### config.mk
export PLATFORM = sky130hd
export DESIGN_NAME = fan_period_meter
export DESIGN_NICKNAME = d
export VERILOG_FILES = /design/src/rtl/fpm_pkg.sv /design/src/rtl/fpm_sync.sv /design/src/rtl/fpm_refgen.sv /design/src/rtl/fpm_revcnt.sv /design/src/rtl/fan_period_meter.sv
export SDC_FILE = /design/constraint.sdc
export NUM_CORES = 1
export LEC_CHECK = 0
export BUFFER_PORTS_ARGS = -buffer_cell sky130_fd_sc_hd__buf_2
export CAP_MARGIN = 20
export CORE_UTILIZATION = 52
export DETAILED_ROUTE_END_ITERATION = 8
export GPL_ROUTABILITY_DRIVEN = 1
export GPL_TIMING_DRIVEN = 0
export HOLD_SLACK_MARGIN = 0.05
export PLACE_DENSITY_LB_ADDON = 0.08
export SYNTH_ARGS = -nofsm -noshare
export SYNTH_HDL_FRONTEND = slang
export SYNTH_SLANG_ARGS = --single-unit
### constraint.sdc
create_clock -name clk -period 1.2 [get_ports clk]
set_clock_uncertainty 0.05 [all_clocks]
set_input_delay 0.18 -clock clk [delete_from_list [all_inputs] [get_ports clk]]
set_output_delay 0.18 -clock clk [all_outputs]
set_load 0.005 [all_outputs]
### src/rtl/fpm_pkg.sv
package fpm_pkg;

  // Width of the published count and its full-scale value
  localparam int unsigned CNT_W   = 8;
  localparam logic [CNT_W-1:0] CNT_FULL = {CNT_W{1'b1}};

  // Number of divisor settings, selected by a 2-bit field
  localparam int unsigned DIV_SEL_W = 2;
  localparam int unsigned DIV_STEPS = 1 << DIV_SEL_W;

  // Revolution timer state
  typedef enum logic {
    RC_ARMED = 1'b0,  // waiting for a starting edge (counts toward saturation)
    RC_RUN   = 1'b1   // between a starting edge and its closing edge
  } rc_state_e;

  typedef logic [CNT_W-1:0] cnt_t;

  // Number of pulse-spacing intervals in one revolution
  localparam int unsigned EDGES_PER_REV = 2;

endpackage

### src/rtl/fpm_sync.sv
module fpm_sync #(
  parameter int unsigned STAGES = 2
) (
  input  logic clk,
  input  logic rst_ni,
  input  logic async_i,
  output logic rise_o
);

  logic [STAGES-1:0] chain_q;
  logic [STAGES-1:0] chain_d;
  logic              last_q;

  // Next-state of the synchroniser chain
  generate
    for (genvar g = 0; g < STAGES; g++) begin : g_stage
      if (g == 0) begin : g_first
        assign chain_d[g] = async_i;
      end else begin : g_next
        assign chain_d[g] = chain_q[g-1];
      end
    end
  endgenerate

  always_ff @(posedge clk or negedge rst_ni) begin
    if (!rst_ni) begin
      chain_q <= '0;
      last_q  <= 1'b0;
    end else begin
      chain_q <= chain_d;
      last_q  <= chain_q[STAGES-1];
    end
  end

  // Low-to-high transition of the synchronised level
  assign rise_o = chain_q[STAGES-1] & ~last_q;

endmodule

### src/rtl/fpm_refgen.sv
module fpm_refgen
  import fpm_pkg::*;
#(
  parameter int unsigned REF_DIV = 1111
) (
  input  logic                 clk,
  input  logic                 rst_ni,
  input  logic [DIV_SEL_W-1:0] div_sel_i,
  output logic                 tick_o
);

  localparam int unsigned BASE_W = (REF_DIV > 1) ? $clog2(REF_DIV) : 1;
  localparam int unsigned PRE_W  = (DIV_STEPS > 1) ? DIV_STEPS - 1 : 1;
  localparam logic [BASE_W-1:0] BASE_LAST = BASE_W'(REF_DIV - 1);

  logic [BASE_W-1:0]    base_q, base_d;
  logic [PRE_W-1:0]     pre_q,  pre_d;
  logic                 base_tick;
  logic [DIV_STEPS-1:0] tick_cand;

  assign base_tick = (base_q == BASE_LAST);

  // Base divider and free-running prescale counter
  always_comb begin
    base_d = base_q;
    pre_d  = pre_q;
    if (base_tick) begin
      base_d = '0;
      pre_d  = pre_q + PRE_W'(1);
    end else begin
      base_d = base_q + BASE_W'(1);
    end
  end

  always_ff @(posedge clk or negedge rst_ni) begin
    if (!rst_ni) begin
      base_q <= '0;
      pre_q  <= '0;
    end else begin
      base_q <= base_d;
      pre_q  <= pre_d;
    end
  end

  // One tick candidate per divisor setting: setting k passes one base tick in 2^k
  generate
    for (genvar k = 0; k < DIV_STEPS; k++) begin : g_div
      if (k == 0) begin : g_unity
        assign tick_cand[k] = base_tick;
      end else begin : g_scaled
        localparam logic [PRE_W-1:0] MASK = PRE_W'((1 << k) - 1);
        assign tick_cand[k] = base_tick && ((pre_q & MASK) == MASK);
      end
    end
  endgenerate

  assign tick_o = tick_cand[div_sel_i];

endmodule

### src/rtl/fpm_revcnt.sv
module fpm_revcnt
  import fpm_pkg::*;
(
  input  logic      clk,
  input  logic      rst_ni,
  input  logic      en_i,
  input  logic      rise_i,
  input  logic      tick_i,
  output cnt_t      value_o,
  output logic      value_vld_o,
  output rc_state_e state_o,
  output cnt_t      run_cnt_o
);

  localparam int unsigned EDGE_W = $clog2(EDGES_PER_REV);
  localparam logic [EDGE_W-1:0] EDGE_LAST = EDGE_W'(EDGES_PER_REV - 1);

  rc_state_e         state_q, state_d;
  cnt_t              cnt_q,   cnt_d;
  logic [EDGE_W-1:0] edge_q,  edge_d;
  cnt_t              val_q,   val_d;
  logic              vld_q,   vld_d;
  logic              val_en;

  logic rev_done;
  logic saturate;

  assign rev_done = rise_i && (state_q == RC_RUN) && (edge_q == EDGE_LAST);
  assign saturate = tick_i && (cnt_q == CNT_FULL);

  // Next-state logic, highest priority first
  always_comb begin
    state_d = state_q;
    cnt_d   = cnt_q;
    edge_d  = edge_q;
    val_d   = val_q;
    val_en  = 1'b0;
    vld_d   = 1'b0;
    if (!en_i) begin
      state_d = RC_ARMED;
      cnt_d   = '0;
      edge_d  = '0;
    end else if (rev_done) begin
      val_d   = cnt_q;
      val_en  = 1'b1;
      vld_d   = 1'b1;
      cnt_d   = '0;
      edge_d  = '0;
    end else if (saturate) begin
      val_d   = CNT_FULL;
      val_en  = 1'b1;
      vld_d   = 1'b1;
      cnt_d   = '0;
      edge_d  = '0;
      state_d = RC_ARMED;
    end else if (rise_i && (state_q == RC_ARMED)) begin
      state_d = RC_RUN;
      cnt_d   = '0;
      edge_d  = '0;
    end else begin
      if (rise_i) begin
        edge_d = edge_q + EDGE_W'(1);
      end
      if (tick_i) begin
        cnt_d = cnt_q + cnt_t'(1);
      end
    end
  end

  always_ff @(posedge clk or negedge rst_ni) begin
    if (!rst_ni) begin
      state_q <= RC_ARMED;
      cnt_q   <= '0;
      edge_q  <= '0;
      vld_q   <= 1'b0;
    end else begin
      state_q <= state_d;
      cnt_q   <= cnt_d;
      edge_q  <= edge_d;
      vld_q   <= vld_d;
    end
  end

  // Result register, loaded only at the end of a measurement
  always_ff @(posedge clk or negedge rst_ni) begin
    if (!rst_ni) begin
      val_q <= CNT_FULL;
    end else if (val_en) begin
      val_q <= val_d;
    end
  end

  assign value_o     = val_q;
  assign value_vld_o = vld_q;
  assign state_o     = state_q;
  assign run_cnt_o   = cnt_q;

endmodule

### src/rtl/fan_period_meter.sv
module fan_period_meter
  import fpm_pkg::*;
#(
  parameter int unsigned REF_DIV     = 1111,
  parameter int unsigned SYNC_STAGES = 2
) (
  input  logic                 clk,
  input  logic                 rst_n,
  input  logic                 tach_in,
  input  logic                 meas_en,
  input  logic [DIV_SEL_W-1:0] div_sel,
  output logic [CNT_W-1:0]     count_q,
  output logic                 count_vld
);

  // Reset: asserted asynchronously, released on a clock edge
  logic rst_meta_q, rst_sync_q;

  always_ff @(posedge clk or negedge rst_n) begin
    if (!rst_n) begin
      rst_meta_q <= 1'b0;
      rst_sync_q <= 1'b0;
    end else begin
      rst_meta_q <= 1'b1;
      rst_sync_q <= rst_meta_q;
    end
  end

  logic      tach_rise;
  logic      ref_tick;
  rc_state_e rc_state;
  cnt_t      rc_cnt;

  fpm_sync #(
    .STAGES (SYNC_STAGES)
  ) u_sync (
    .clk     (clk),
    .rst_ni  (rst_sync_q),
    .async_i (tach_in),
    .rise_o  (tach_rise)
  );

  fpm_refgen #(
    .REF_DIV (REF_DIV)
  ) u_refgen (
    .clk       (clk),
    .rst_ni    (rst_sync_q),
    .div_sel_i (div_sel),
    .tick_o    (ref_tick)
  );

  fpm_revcnt u_revcnt (
    .clk         (clk),
    .rst_ni      (rst_sync_q),
    .en_i        (meas_en),
    .rise_i      (tach_rise),
    .tick_i      (ref_tick),
    .value_o     (count_q),
    .value_vld_o (count_vld),
    .state_o     (rc_state),
    .run_cnt_o   (rc_cnt)
  );

endmodule

==> metrics <==
status=finished with violations; failing checks=setup timing; Layout area overhead=30.79%; Root Driver=clkbuf_4; Avg Cell Area, Syn=11.65 µm²; nets=193; number of remaining DRC errors=0; Hold Violations, Final=0; first-pass GRT wire length=5237 µm; Worst R2R Path Depth=9; r2r endpoint=u_refgen.pre_q[2]$_DFFE_PN0N_; Die H=58.40 µm; clock buffer depth=2; highest clock rate=0.5421 GHz; DR iter-0 viols=55; fin crit period=1.845 ns; Worst setup SP type=flip-flop; r2r startpoint=u_refgen.base_q[0]$_DFF_PN0_; RSZ-0062 raised after global routing=yes; Max VDD drop=0.8316 mV; Tcrit/Tclk final=153.7%; CTS clock-pin slew for the worst setup and hold paths=0.11 ns; Primary FF master, synth=dfrtp_1; GRT overflow=0; Core Area=0.003028 mm²; antenna viol nets, final=0; TritonCTS clock tree=built; Post-Syn Instances=142; Unique masters post-synth=32; WHS Endpoint=u_revcnt.edge_q$_DFFE_PN0P_; Required @ worst endpoint=1.39 ns; maxcap violations=0; layout cells sized above 1=34.97%; hold_sp=meas_en; r2r setup slk=-0.64 ns; Synth area leader=dfrtp_1; clock sinks=38; Hold Crit Depth=3; total power density per cell area=1058 mW/mm²; global placer's final weighted congestion=0.7769; die width=58.40 µm; Setup crit end kind=flip-flop; CTS buffer count=5; hpwl dp=2011 µm; YS warnings=0; WL final=3166 µm; Overall Power=2289 µW; largest net degree at the start of global routing=25; top cell type's share of synthesized area=45.39%; worst min path class=in -> reg; async set-or-reset flop fraction in the synthesized netlist=100.0%; I/O pin count=15; number of global-route vias before repair=1,134; Post-Syn Area=0.001654 mm²; n_diodes=0; WP data arrival=2.04 ns; sequential share of the synthesized area=58.09%; Clock Latency Late Sink=0.34 ns; Setup crit start=u_refgen.base_q[0]$_DFF_PN0_; number of synthesized flops with an enable pin=0; num rows=20; DR vias/cell=5.405; Lkg Pwr=0.0009415 µW; Vias=1,227; port bufs=14; Starting Density=54.63%; All-Layer GR Usage=21.54%; FF+latch count, synth=38; syn nets=153; drt pass-1 iters=4; slew margin rel.=59.73%; Final setup viols=40; Area contributors post-synth=dfrtp_1, dfstp_2, xor2_1; Setup CP Type=reg -> reg; CP Max Fanout=4; Worst-Margin Slew=0.6041 ns; DIE AREA=0.003411 mm²; initial antenna violation count=0; drt wl/cell=13.95 µm; final hold slack=0.08343 ns; Final Max Tran Viols=0; fin worst setup slack=-0.6448 ns; H-tree depth=2
==> registers in the layout, indices dropped and copies added (netlist names), 2 cells and up <==
name,count
u_refgen.base_q,11
u_refgen.pre_q,3
u_revcnt.run_cnt_o,8
u_revcnt.value_o,8
u_sync.chain_q,2
==> per-stage QoR <==
step	util [%]	instances	setup WS, ns	area, µm²	TNS, ns
CTS	69.79	225	-0.6787	2113	-17.41
detailed placement	60.12	201	-0.9420	1821	-21.86
global placement	59.21	200	-0.9037	1793	-29.80
finish	71.45	227	-0.6448	2163	-16.52
global route	71.45	227	-0.7965	2163	-20.54
floorplan	-	142	-0.6922	1668	-13.20
==> layout by cell type (no fill, tap or decap), types with 2 or more instances in the layout <==
cell type,instances
nor2b_1,3
buf_6,6
xnor2_1,6
o21ai_0,3
nor2_4,2
dfrtp_1,30
ha_1,3
and3_1,4
buf_4,12
dfstp_2,8
nand3_1,12
o22a_1,9
a21oi_2,2
clkbuf_4,5
mux2_2,2
nor2_1,14
xor2_1,10
dlygate4sd3_1,3
nand2_1,7
buf_2,12
a21oi_1,2
==> kinds of logic after synthesis <==
kind of cell | Yosys count | share of synthesized area, %
buf+inv | 3 | 0.8319
simple gates | 55 | 17.47
xor+xnor | 16 | 8.472
mux | 3 | 1.967
flops | 38 | 58.09
fa+ha+maj | 5 | 3.782
compound gates | 21 | 9.154
other cells | 1 | 0.2267
==> area by class of cell <==
type / count / area [µm²]
Timing Repair Buffer: 33 / 267.8
Sequential cell: 38 / 960.9
Multi-Input combinational cell: 101 / 793.3
Tap cell: 44 / 55.05
Clock buffer: 7 / 55.05
Inverter: 1 / 3.754
Buffer: 2 / 22.52
Clock inverter: 1 / 5.005
Fill cell: 225 / 864.6
==> per-layer routing <==
metal	vias to the layer above	track usage, %	wire length, µm
li1	585	-	-
met1	618	27.13	1448
met2	18	34.48	1568
met3	6	6.593	93
met4	0	9.524	57
met5	-	0	0
==> report_power, final <==
part	internal [µW]	switching [µW]	total, µW	leakage, µW
registers	1360	37.2	1400	0.000480
clock network	284	397	681	0.0000353
logic	121	85.1	207	0.000427
==> cell usage after synthesis, types with 2 or more instances <==
master,number
dfrtp_1,30
nor2_1,16
nand3_1,14
xor2_1,10
o22a_1,9
dfstp_2,8
nand2_1,8
xnor2_1,6
ha_1,5
a21oi_1,4
and3_1,4
nor2b_1,3
o21ai_0,3
buf_2,2
mux2_2,2
nor3_1,2
==> repair_timing <==
action / CTS / global route
pin swaps: 10 / 4
endpoints found under the setup margin: 40 / 40
endpoints found under the hold margin: 4 / 0
resized for setup: 21 / 6
hold buffers: 3 / 0
setup buffers: 13 / 2
==> critical path, cell delays in order (launching register included) <==
cell and delay, ns:
dfrtp_1 0.41, inv_1 0.06, ha_1 0.13, nand4bb_1 0.16
nor4_4 0.15, buf_4 0.17, buf_4 0.11, buf_6 0.09
buf_8 0.10, mux2_2 0.32
==> how the worst max path moves through the flow <==
stage	endpoint	slack (ns)	depth (start not counted)
2_1_floorplan	u_revcnt.run_cnt_o[7]$_DFFE_PN0P_	-0.69	7
3_3_place_gp	u_revcnt.run_cnt_o[7]$_DFFE_PN0P_	-0.90	7
3_5_place_dp	u_revcnt.run_cnt_o[7]$_DFFE_PN0P_	-0.94	7
4_1_cts	u_revcnt.value_o[1]$_DFFE_PN1P_	-0.68	10
5_1_grt	u_revcnt.run_cnt_o[4]$_DFFE_PN0P_	-0.80	9
6_report	u_refgen.pre_q[2]$_DFFE_PN0N_	-0.64	9
(Power assumes the default switching activity.)
